### config.mk
export PLATFORM = sky130hd
export DESIGN_NAME = pwm_ctrl
export DESIGN_NICKNAME = d
export VERILOG_FILES = /design/src/rtl/pwm_pkg.sv /design/src/rtl/pwm_presc.sv /design/src/rtl/pwm_channel.sv /design/src/rtl/pwm_irq.sv /design/src/rtl/pwm_ctrl.sv
export SDC_FILE = /design/constraint.sdc
export NUM_CORES = 1
export LEC_CHECK = 0
export CAP_MARGIN = 20
export CELL_PAD_IN_SITES_DETAIL_PLACEMENT = 1
export CELL_PAD_IN_SITES_GLOBAL_PLACEMENT = 1
export CORE_UTILIZATION = 35
export DETAILED_ROUTE_END_ITERATION = 6
export PLACE_DENSITY = 0.6
export SYNTH_ARGS = -nofsm -noshare
export SYNTH_HDL_FRONTEND = slang
export SYNTH_SLANG_ARGS = --single-unit
### constraint.sdc
create_clock -name clk_i -period 7 [get_ports clk_i]
set_clock_uncertainty 0.1 [all_clocks]
set_input_delay 0.7 -clock clk_i [delete_from_list [all_inputs] [get_ports clk_i]]
set_output_delay 0.7 -clock clk_i [all_outputs]
set_load 0.005 [all_outputs]
### src/rtl/pwm_pkg.sv
package pwm_pkg;
  localparam logic [4:0] G_START = 5'h04;
  localparam logic [4:0] G_STOP  = 5'h08;
  localparam logic [4:0] G_STAT  = 5'h0C;
  localparam logic [4:0] G_MSET  = 5'h10;
  localparam logic [4:0] G_MCLR  = 5'h14;
  localparam logic [4:0] G_MASK  = 5'h18;
  localparam logic [4:0] G_FLAG  = 5'h1C;

  localparam logic [4:0] C_MODE  = 5'h00;
  localparam logic [4:0] C_DUTY  = 5'h04;
  localparam logic [4:0] C_PER   = 5'h08;
  localparam logic [4:0] C_CNT   = 5'h0C;
  localparam logic [4:0] C_STAGE = 5'h10;

  localparam int unsigned PRE_W   = 4;
  localparam int unsigned PRE_MAX = 10;

  typedef struct packed {
    logic                 stage_per;  // staging target: 1 period, 0 duty
    logic                 act_low;
    logic                 center;
    logic [PRE_W-1:0]     pre;
  } ch_mode_t;
endpackage

### src/rtl/pwm_presc.sv
module pwm_presc
  import pwm_pkg::*;
(
  input  logic             clk_i,
  input  logic             rst_ni,
  input  logic             en_i,
  input  logic [PRE_W-1:0] sel_i,
  output logic             tick_o
);
  logic [PRE_MAX-1:0] pc_q;
  logic [PRE_W-1:0]   eff;
  logic [PRE_MAX:0]   one_sh;
  logic [PRE_MAX-1:0] lim;

  assign eff    = (sel_i > PRE_W'(PRE_MAX)) ? PRE_W'(PRE_MAX) : sel_i;
  assign one_sh = (PRE_MAX+1)'(1) << eff;
  assign lim    = PRE_MAX'(one_sh - 1'b1);
  assign tick_o = en_i && (pc_q == lim);

  always_ff @(posedge clk_i or negedge rst_ni) begin
    if (!rst_ni)      pc_q <= '0;
    else if (!en_i)   pc_q <= '0;
    else if (tick_o)  pc_q <= '0;
    else              pc_q <= pc_q + 1'b1;
  end
endmodule

### src/rtl/pwm_channel.sv
module pwm_channel
  import pwm_pkg::*;
#(
  parameter int unsigned CW = 16
) (
  input  logic          clk_i,
  input  logic          rst_ni,
  input  logic          run_i,
  input  logic          mode_we_i,
  input  ch_mode_t      mode_i,
  input  logic          duty_we_i,
  input  logic          per_we_i,
  input  logic          stage_we_i,
  input  logic [CW-1:0] wdata_i,
  output ch_mode_t      mode_o,
  output logic [CW-1:0] duty_o,
  output logic [CW-1:0] per_o,
  output logic [CW-1:0] cnt_o,
  output logic          evt_o,
  output logic          pwm_o
);
  ch_mode_t      mode_q;
  logic [CW-1:0] duty_q, per_q, cnt_q, stage_q;
  logic          pend_q, pend_per_q, dn_q;
  logic          tick;
  logic [CW:0]   cnt_inc;
  logic [CW-1:0] cnt_d;
  logic          dn_d, evt;
  logic          commit, commit_per;
  logic [CW-1:0] commit_val;

  pwm_presc u_presc (
    .clk_i  (clk_i),
    .rst_ni (rst_ni),
    .en_i   (run_i),
    .sel_i  (mode_q.pre),
    .tick_o (tick)
  );

  assign cnt_inc = {1'b0, cnt_q} + 1'b1;

  always_comb begin
    cnt_d = cnt_q;
    dn_d  = dn_q;
    evt   = 1'b0;
    if (!run_i) begin
      cnt_d = '0;
      dn_d  = 1'b0;
    end else if (tick) begin
      if (!mode_q.center) begin
        dn_d = 1'b0;
        if (cnt_inc >= {1'b0, per_q}) begin
          cnt_d = '0;
          evt   = 1'b1;
        end else begin
          cnt_d = cnt_inc[CW-1:0];
        end
      end else if (per_q == '0) begin
        cnt_d = '0;
        evt   = 1'b1;
      end else if (dn_q || cnt_q >= per_q) begin
        if (cnt_q <= CW'(1)) begin
          cnt_d = '0;
          dn_d  = 1'b0;
          evt   = 1'b1;
        end else begin
          cnt_d = cnt_q - 1'b1;
          dn_d  = 1'b1;
        end
      end else begin
        cnt_d = cnt_inc[CW-1:0];
      end
    end
  end

  // staged value lands at period end, at once when stopped
  always_comb begin
    commit     = 1'b0;
    commit_per = pend_per_q;
    commit_val = stage_q;
    if (stage_we_i && !run_i) begin
      commit     = 1'b1;
      commit_per = mode_q.stage_per;
      commit_val = wdata_i;
    end else if (pend_q && (evt || !run_i)) begin
      commit = 1'b1;
    end
  end

  always_ff @(posedge clk_i or negedge rst_ni) begin
    if (!rst_ni) begin
      mode_q     <= '0;
      duty_q     <= '0;
      per_q      <= '0;
      cnt_q      <= '0;
      dn_q       <= 1'b0;
      stage_q    <= '0;
      pend_q     <= 1'b0;
      pend_per_q <= 1'b0;
    end else begin
      cnt_q <= cnt_d;
      dn_q  <= dn_d;
      if (mode_we_i) mode_q <= mode_i;
      if (stage_we_i && run_i) begin
        stage_q    <= wdata_i;
        pend_q     <= 1'b1;
        pend_per_q <= mode_q.stage_per;
      end else if (commit) begin
        pend_q <= 1'b0;
      end
      if (duty_we_i)                    duty_q <= wdata_i;
      else if (commit && !commit_per)   duty_q <= commit_val;
      if (per_we_i)                     per_q  <= wdata_i;
      else if (commit && commit_per)    per_q  <= commit_val;
    end
  end

  assign mode_o = mode_q;
  assign duty_o = duty_q;
  assign per_o  = per_q;
  assign cnt_o  = cnt_q;
  assign evt_o  = evt;
  assign pwm_o  = (run_i && (cnt_q < duty_q)) ^ mode_q.act_low;
endmodule

### src/rtl/pwm_irq.sv
module pwm_irq #(
  parameter int unsigned NCH = 4
) (
  input  logic           clk_i,
  input  logic           rst_ni,
  input  logic [NCH-1:0] evt_i,
  input  logic           mset_i,
  input  logic           mclr_i,
  input  logic [NCH-1:0] wdata_i,
  input  logic           flag_rd_i,
  output logic [NCH-1:0] flag_o,
  output logic [NCH-1:0] mask_o,
  output logic           irq_o
);
  logic [NCH-1:0] flag_q, mask_q;

  always_ff @(posedge clk_i or negedge rst_ni) begin
    if (!rst_ni) begin
      flag_q <= '0;
      mask_q <= '0;
    end else begin
      flag_q <= (flag_rd_i ? '0 : flag_q) | evt_i;
      if (mset_i)      mask_q <= mask_q | wdata_i;
      else if (mclr_i) mask_q <= mask_q & ~wdata_i;
    end
  end

  assign flag_o = flag_q;
  assign mask_o = mask_q;
  assign irq_o  = |(flag_q & mask_q);
endmodule

### src/rtl/pwm_ctrl.sv
module pwm_ctrl
  import pwm_pkg::*;
#(
  parameter int unsigned NCH = 4,
  parameter int unsigned CW  = 16,
  parameter int unsigned AW  = 12,
  parameter int unsigned DW  = 32
) (
  input  logic           clk_i,
  input  logic           rst_ni,
  input  logic           req_i,
  input  logic           we_i,
  input  logic [AW-1:0]  addr_i,
  input  logic [DW-1:0]  wdata_i,
  output logic [DW-1:0]  rdata_o,
  output logic [NCH-1:0] pwm_o,
  output logic           irq_o
);
  localparam int unsigned CHW = 4;

  logic           wr, rd, is_g, is_c;
  logic [CHW-1:0] ch_idx;
  logic [4:0]     off;
  logic [NCH-1:0] run_q, evt, flag, mask;
  logic [NCH*CW-1:0] duty_flat, per_flat, cnt_flat;
  ch_mode_t       mode [NCH];
  ch_mode_t       mode_w;
  logic [DW-1:0]  rd_val;
  logic           unused_bits;

  assign wr     = req_i & we_i;
  assign rd     = req_i & ~we_i;
  assign is_g   = (addr_i[AW-1:5] == '0);
  assign is_c   = (addr_i[AW-1:9] == (AW-9)'(1));
  assign ch_idx = addr_i[8:5];
  assign off    = addr_i[4:0];
  assign unused_bits = ^wdata_i[DW-1:CW];

  assign mode_w = '{stage_per: wdata_i[10], act_low: wdata_i[9],
                    center: wdata_i[8], pre: wdata_i[PRE_W-1:0]};

  always_ff @(posedge clk_i or negedge rst_ni) begin
    if (!rst_ni) run_q <= '0;
    else if (wr && is_g && off == G_START) run_q <= run_q | wdata_i[NCH-1:0];
    else if (wr && is_g && off == G_STOP)  run_q <= run_q & ~wdata_i[NCH-1:0];
  end

  for (genvar n = 0; n < NCH; n++) begin : g_ch
    logic sel;
    assign sel = wr && is_c && (ch_idx == CHW'(n));
    pwm_channel #(.CW(CW)) u_ch (
      .clk_i      (clk_i),
      .rst_ni     (rst_ni),
      .run_i      (run_q[n]),
      .mode_we_i  (sel && off == C_MODE),
      .mode_i     (mode_w),
      .duty_we_i  (sel && off == C_DUTY),
      .per_we_i   (sel && off == C_PER),
      .stage_we_i (sel && off == C_STAGE),
      .wdata_i    (wdata_i[CW-1:0]),
      .mode_o     (mode[n]),
      .duty_o     (duty_flat[n*CW +: CW]),
      .per_o      (per_flat[n*CW +: CW]),
      .cnt_o      (cnt_flat[n*CW +: CW]),
      .evt_o      (evt[n]),
      .pwm_o      (pwm_o[n])
    );
  end

  pwm_irq #(.NCH(NCH)) u_irq (
    .clk_i     (clk_i),
    .rst_ni    (rst_ni),
    .evt_i     (evt),
    .mset_i    (wr && is_g && off == G_MSET),
    .mclr_i    (wr && is_g && off == G_MCLR),
    .wdata_i   (wdata_i[NCH-1:0]),
    .flag_rd_i (rd && is_g && off == G_FLAG),
    .flag_o    (flag),
    .mask_o    (mask),
    .irq_o     (irq_o)
  );

  always_comb begin
    rd_val = '0;
    if (is_g) begin
      case (off)
        G_STAT:  rd_val[NCH-1:0] = run_q;
        G_MASK:  rd_val[NCH-1:0] = mask;
        G_FLAG:  rd_val[NCH-1:0] = flag;
        default: ;
      endcase
    end else if (is_c) begin
      for (int n = 0; n < NCH; n++) begin
        if (ch_idx == CHW'(n)) begin
          case (off)
            C_MODE: begin
              rd_val[10]        = mode[n].stage_per;
              rd_val[9]         = mode[n].act_low;
              rd_val[8]         = mode[n].center;
              rd_val[PRE_W-1:0] = mode[n].pre;
            end
            C_DUTY:  rd_val[CW-1:0] = duty_flat[n*CW +: CW];
            C_PER:   rd_val[CW-1:0] = per_flat[n*CW +: CW];
            C_CNT:   rd_val[CW-1:0] = cnt_flat[n*CW +: CW];
            default: ;
          endcase
        end
      end
    end
  end

  always_ff @(posedge clk_i or negedge rst_ni) begin
    if (!rst_ni)  rdata_o <= '0;
    else if (rd)  rdata_o <= rd_val;
  end
endmodule

# After elaboration in Yosys (flattened, before gate mapping)
# Index checks and enable logic that the tools add are counted.
# Widths: inputs -> output; s select.
# op_classes
add_sub_neg,16
n_lt_le_gt_ge,20
n_eq_ne,27
shifts,4
mux,163
n_bitwise,14
n_reduce_logical,98
# ops
operator,n
$mux 16,55
$mux 10,8
$mux 1,72
$add 16x1->17 const B,4
$ge 17x16->1,4
$ge 16x16->1,4
$le 16x1->1 const B,4
$logic_not 16->1,4
$lt 16x16->1,4
$pmux 4 s4,4
$sub 16x1->16 const B,4
$pmux 4 s3,5
$pmux 5 s3,4
$logic_and 1x1->1,56
$pmux 3 s4,4
$add 10x1->10 const B,4
$eq 10x10->1,4
$mux 4,10
$shl 1x4->10 const A,4
$sub 10x1->10 const B,4
$reduce_bool 2->1,14
$ne 3x3->1 const B,8
$eq 5x5->1 const B,4
$gt 4x4->1 const B,4
20 further kinds,50
# totals
regBits,364
input_bits,48
output_inout_bits,37

# Logic depth before layout (Yosys ltp)
# logic_depth
word_depth,15
mapped_depth,19
mapped_depth_nobuf,16

# Hierarchy
# A second synthesis with hierarchy kept.
# unflattened
cells_unflattened,3024
hier_area_um2,28021.9
# by_module_without_submodules
mod,instances,cells_per_inst,area_per_inst_um2,seq_area_each_um2
pwm_channel at g_ch[0].u_ch ...,3,554,5286.3,1851.8
pwm_channel at g_ch[1].u_ch,1,540,5278.8,1851.8
pwm_ctrl,1,397,3174.3,500.5
pwm_presc at g_ch[1].u_ch.u_presc ...,2,101,844.6,250.2
pwm_presc at g_ch[3].u_ch.u_presc,1,105,892.1,250.2
pwm_presc at g_ch[0].u_ch.u_presc,1,94,825.8,250.2
pwm_irq,1,24,302.8,200.2

# Least setup slack after synthesis
# No wires, ideal clock.
# synth_path
path_type,register to register
from,register g_ch[3].u_ch.cnt_q[2]
to,register g_ch[3].u_ch.duty_q[10]
setup_time_ps,77
arrival_ps,4058
slack_ps,2765
stages_incl_launch_ff,19
path_buffers,5
period_less_slack_ps,4235
cell_sequence,dfrtp_1 clkbuf_1 nand3_1 or2_2 clkbuf_1 or2_2 clkbuf_1 nor2_1 xor2_1 ha_1 o21ai_0 a21oi_1 a221o_1 o22ai_1 o31ai_4 and2_1 buf_6 buf_6 a21oi_1
# synth_between
elab_chain_len,13
# synth_rtl
element,line,source
start: declaration,pwm_channel.sv:23,"logic [CW-1:0] duty_q, per_q, cnt_q, stage_q;"
start signal: assignment,pwm_channel.sv:101,cnt_q <= cnt_d;
"parallel branches: the longest is 4 deep, another holds $add 16x1->17",--,
$mux 1 *,pwm_channel.sv:50,if (!mode_q.center) begin
$mux 1 *,pwm_channel.sv:49,end else if (tick) begin
$mux 1 *,pwm_channel.sv:46,if (!run_i) begin
$logic_or 1x1->1 *,pwm_channel.sv:85,end else if (pend_q && (evt || !run_i)) begin
$logic_and 1x1->1 *,pwm_channel.sv:85,
$mux 1 *,pwm_channel.sv:85,
$mux 1 *,pwm_channel.sv:81,if (stage_we_i && !run_i) begin
$logic_and 1x1->1 *,pwm_channel.sv:112,else if (commit && !commit_per) duty_q <= commit_val;
$reduce_bool 2->1 (no source line) *,--,
end signal: assignment,pwm_channel.sv:111,if (duty_we_i) duty_q <= wdata_i;
end signal: assignment,pwm_channel.sv:112,
end: declaration,pwm_channel.sv:23,
# Mark *: on every way between the ends.
# A chain may end at the register's enable or synchronous reset.

# Worst setup path in the final report
# layout_path
from,register g_ch[2].u_ch.cnt_q[0]
to,register g_ch[2].u_ch.per_q[0]
# layout_between
elab_chain_len,13
# layout_rtl
element,line,source
start: declaration,pwm_channel.sv:23,
start signal: assignment,pwm_channel.sv:101,
"parallel branches: the longest is 4 deep, another holds $add 16x1->17",--,
$mux 1 *,pwm_channel.sv:50,
$mux 1 *,pwm_channel.sv:49,
$mux 1 *,pwm_channel.sv:46,
$logic_or 1x1->1 *,pwm_channel.sv:85,
$logic_and 1x1->1 *,pwm_channel.sv:85,
$mux 1 *,pwm_channel.sv:85,
$mux 1 *,pwm_channel.sv:81,
$logic_and 1x1->1 *,pwm_channel.sv:114,else if (commit && commit_per) per_q <= commit_val;
$reduce_bool 2->1 (no source line) *,--,
end signal: assignment,pwm_channel.sv:113,if (per_we_i) per_q <= wdata_i;
end signal: assignment,pwm_channel.sv:114,
end: declaration,pwm_channel.sv:23,
# Marks and branches as above.

==> run_results.csv <==
group,metric,value,unit
synth,synth_cell_types,91,
global_routing,grt_start_max_net_pins,137,
critical_path,rr_endpoint,"g_ch[2].u_ch.per_o[0]$_DFFE_PN0P_",
floorplan,dieArea,78100,um^2
synth,syn_inst,2987,
timing,rsz0062_at_grt,"no",
detailed_routing,drc,0,
global_routing,antenna_found_initial,3,
critical_path,worstPathRequired,7.39,ns
worst_hold_path,hold_class,"input port to async pin",
clocking,cts_max_path_buffers,3,
floorplan,initial_core_util,35.4,%
synth,netlist_area,26900,um^2
global_routing,grt_pass1_vias,24300,
floorplan,chipHeight,279,um
timing,period_share,73.5,%
finish,final_area,29800,um^2
critical_path,crit_path_end,"g_ch[2].u_ch.per_o[0]$_DFFE_PN0P_",
critical_path,cp_cell_sequence,"ha_1 > nand3_1 > or2_2 > nor2b_1 > nand2_1 > xnor2_1 > ha_1 > a2111oi_0 > a21oi_1 > a2111oi_0 > nand3_1 > nand4b_1 > a31oi_4 > mux2_2",
timing,fin_tns_setup,0,ns
placement,portBuffers,52,
synth,synth_xor_area_share,3.97,%
status,status,"complete, no violations",
clocking,cts_setup_buffers,0,
timing,slew_headroom,25.7,%
synth,synth_top_family_by_area,"compound AO/OA/AOI/OAI gates",
timing,min_period,5.14,ns
global_routing,grt_overflow,0,
finish,nets,3199,
synth,avgSynthCellArea,9.02,um^2
critical_path,r2r_slack,1.86,ns
detailed_routing,first_iter_violations,1514,
critical_path,critPathKind,"flip-flop to flip-flop",
critical_path,critPathLaunch,"g_ch[2].u_ch.cnt_o[0]$_DFFE_PN0P_",
finish,nFillCells,8785,
detailed_routing,viasPerCell,5.75,
pwr,peakVddDrop,0.144,mV
critical_path,arrival,5.53,ns
critical_path,start_kind,"flip-flop",
timing,hold_viol_final,0,
clocking,cts.sinks,364,
floorplan,die_w,279,um
clocking,clk_latency,0.60,ns
pwr,leakage,14.2,nW
timing,max_freq,194,MHz
synth,async_reset_ff_share,100,%
clocking,cts-root-buf,"clkbuf_16",
placement,post-dp-hpwl,69300,um
global_routing,gr-usage-all-layers,24.4,%
clocking,h-tree-depth,2,
finish,area_delta_synth_final,10.8,%
finish,final_core_util,39.2,%
pwr,powerDensity,162,nW/um^2
synth,ys_warn_count,0,
synth,synth_fa_ha_area_share,9.66,%
synth,synth_flop_cell,"dfrtp_1",
placement,placed_area,28300,um^2
clocking,path_clk_slew,0.06,ns
finish,drive_gt1_share,9.21,%
critical_path,cpPeakStageDelay,0.52,ns
synth,yosysSeqAreaShare,33.8,%
synth,synth-seq-cells,364,
floorplan,rows,101,
synth,synth_compound_area_share,17.5,%
floorplan,io-pin-count,85,
clocking,ctsResizeCount,0,
placement,place.gp.congestion,0.956,
clocking,cts_tree,"done",
critical_path,rr_worst_depth,14,
detailed_routing,vias,23000,
timing,report.final.slew_viol_count,0,
synth,synth-simple-area-share,14.9,%
detailed_routing,post_drt_wl_per_cell,23.8,um
timing,tightest_slew,1.11,ns
clocking,cts_hold_buf,0,
timing,setup_viol,0,
critical_path,timing.rr.start,"g_ch[2].u_ch.cnt_o[0]$_DFFE_PN0P_",
floorplan,coreArea,76100,um^2
clocking,cts_buffers,47,
flow_run,cap_violations,0,
synth,muxShareOfSynthArea,14.0,%
critical_path,cp_max_fo,16,
detailed_routing,wl,95300,um
critical_path,end_kind,"flip-flop",
global_routing,grt_pass1_wl,148000,um
critical_path,cp_slowest_cell,"a2111oi_0",
detailed_routing,firstDrtPassIters,6,
synth,synth_edf_count,0,
detailed_routing,ant_nets,0,
==> worst min path at each step <==
stage	endpoint	from
after floorplan	async pin	rst_ni
after global placement	rdata_o[7]$_DFFE_PN0P_	rdata_o[7]$_DFFE_PN0P_
after detailed placement	rdata_o[1]$_DFFE_PN0P_	rdata_o[1]$_DFFE_PN0P_
after CTS	g_ch[3].u_ch.cnt_o[12]$_DFFE_PN0P_	rst_ni
after global routing	g_ch[3].u_ch.cnt_o[12]$_DFFE_PN0P_	rst_ni
final	g_ch[3].u_ch.cnt_o[12]$_DFFE_PN0P_	rst_ni
==> registers in the layout, indices dropped and copies added (netlist names), 16 cells and up, named ones only <==
| register | flops |
|---|---|
| g_ch.u_ch.cnt_o | 64 |
| g_ch.u_ch.duty_o | 64 |
| g_ch.u_ch.per_o | 64 |
| g_ch.u_ch.stage_q | 64 |
| g_ch.u_ch.u_presc.pc_q | 40 |
| g_ch.u_ch.mode_o | 28 |
| rdata_o | 16 |
==> per-layer routing <==
metal / track usage (%) / vias to the layer above / part of all wire, %
met5: 0 / - / 0.012
met4: 7.85 / 2 / 3.4
met3: 2.84 / 122 / 3.8
met2: 39.2 / 419 / 45
met1: 34.1 / 11800 / 47
li1: - / 10700 / -
==> synthesized netlist by cell type (all sizes together), types with 15 or more instances <==
cell | n | share of area (%)
a211oi | 30 | 0.84
xor2 | 48 | 1.6
nand3 | 95 | 1.8
nor4 | 34 | 0.79
o21ai | 189 | 3.5
a21o | 27 | 0.75
nor3 | 73 | 1.4
xnor2 | 74 | 2.4
buf | 50 | 1.2
a21oi | 171 | 3.2
a22oi | 47 | 1.3
nand2b | 18 | 0.45
mux2 | 104 | 4.3
nand4 | 34 | 0.79
o221ai | 15 | 0.49
nor2 | 196 | 2.7
mux2i | 245 | 9.1
nand2 | 228 | 3.2
o21a | 26 | 0.72
inv | 180 | 2.5
dfrtp | 364 | 34
a221oi | 19 | 0.62
o22ai | 27 | 0.63
o211ai | 17 | 0.47
or3 | 26 | 0.62
a31oi | 35 | 0.98
nor2b | 20 | 0.46
and3 | 29 | 0.67
clkbuf | 162 | 2.3
ha | 208 | 9.7
==> layout by cell type (no fill, tap or decap), types with 49 or more instances in the layout <==
master | Yosys | routed
a21oi_1 | 170 | 170
clkdlybuf4s50_1 | 0 | 49
dfrtp_1 | 364 | 364
ha_1 | 208 | 208
inv_1 | 180 | 180
mux2_2 | 104 | 104
mux2i_1 | 245 | 245
nand2_1 | 228 | 228
nand3_1 | 95 | 95
nor2_1 | 196 | 194
nor3_1 | 72 | 71
o21ai_0 | 180 | 180
xnor2_1 | 74 | 74
==> power breakdown <==
| group | leakage, nW | switching [mW] | internal, mW | total (mW) |
|---|---|---|---|---|
| Sequential | 4.80 | 0.00526 | 2.11 | 2.11 |
| Clock | 0.744 | 0.992 | 1.47 | 2.47 |
| Combinational | 8.71 | 0.184 | 0.0613 | 0.245 |
==> cell families (layout without fill, tap and decap cells) <==
| family | Yosys count | in the layout |
|---|---|---|
| simple gates | 824 | 824 |
| compound gates | 720 | 720 |
| buf+inv | 392 | 364 |
| flops | 364 | 364 |
| mux | 356 | 356 |
| fa+ha+maj | 208 | 208 |
| xor+xnor | 122 | 122 |
| other cells | 1 | 17 |
==> per-stage QoR <==
step	instances	setup slack (ns)	hold WS, ns	power, mW
6_report	4005	1.86	0.0755	4.83
2_1_floorplan	3002	2.76	0.304	2.26
4_1_cts	4001	1.89	0.0976	4.89
5_1_grt	4004	1.47	0.133	4.98
3_3_place_gp	3921	1.91	0.380	2.39
3_5_place_dp	3921	1.86	0.387	2.40
==> final cells by class <==
type	instances	area [um^2]	share of cell area, %
Multi-Input combinational cell	2246	16300	54.7
Tap cell	1030	1290	4.32
Timing Repair Buffer	104	946	3.17
Clock inverter	14	199	0.667
Inverter	180	676	2.26
Antenna cell	1	2.50	0.00839
Clock buffer	66	1310	4.38
Sequential cell	364	9110	30.5
==> critical path: cells and delay by family, from the launching register on <==
kind | cells | cell delay (ns)
DFF | 1 | 0.51
xor gates and xnor gates | 1 | 0.32
and+or+nand+nor | 6 | 1.62
AOI/OAI and AO/OA | 4 | 1.45
muxes | 1 | 0.38
adders and majority gates | 2 | 0.63
Power figures use the tool's default switching activity.
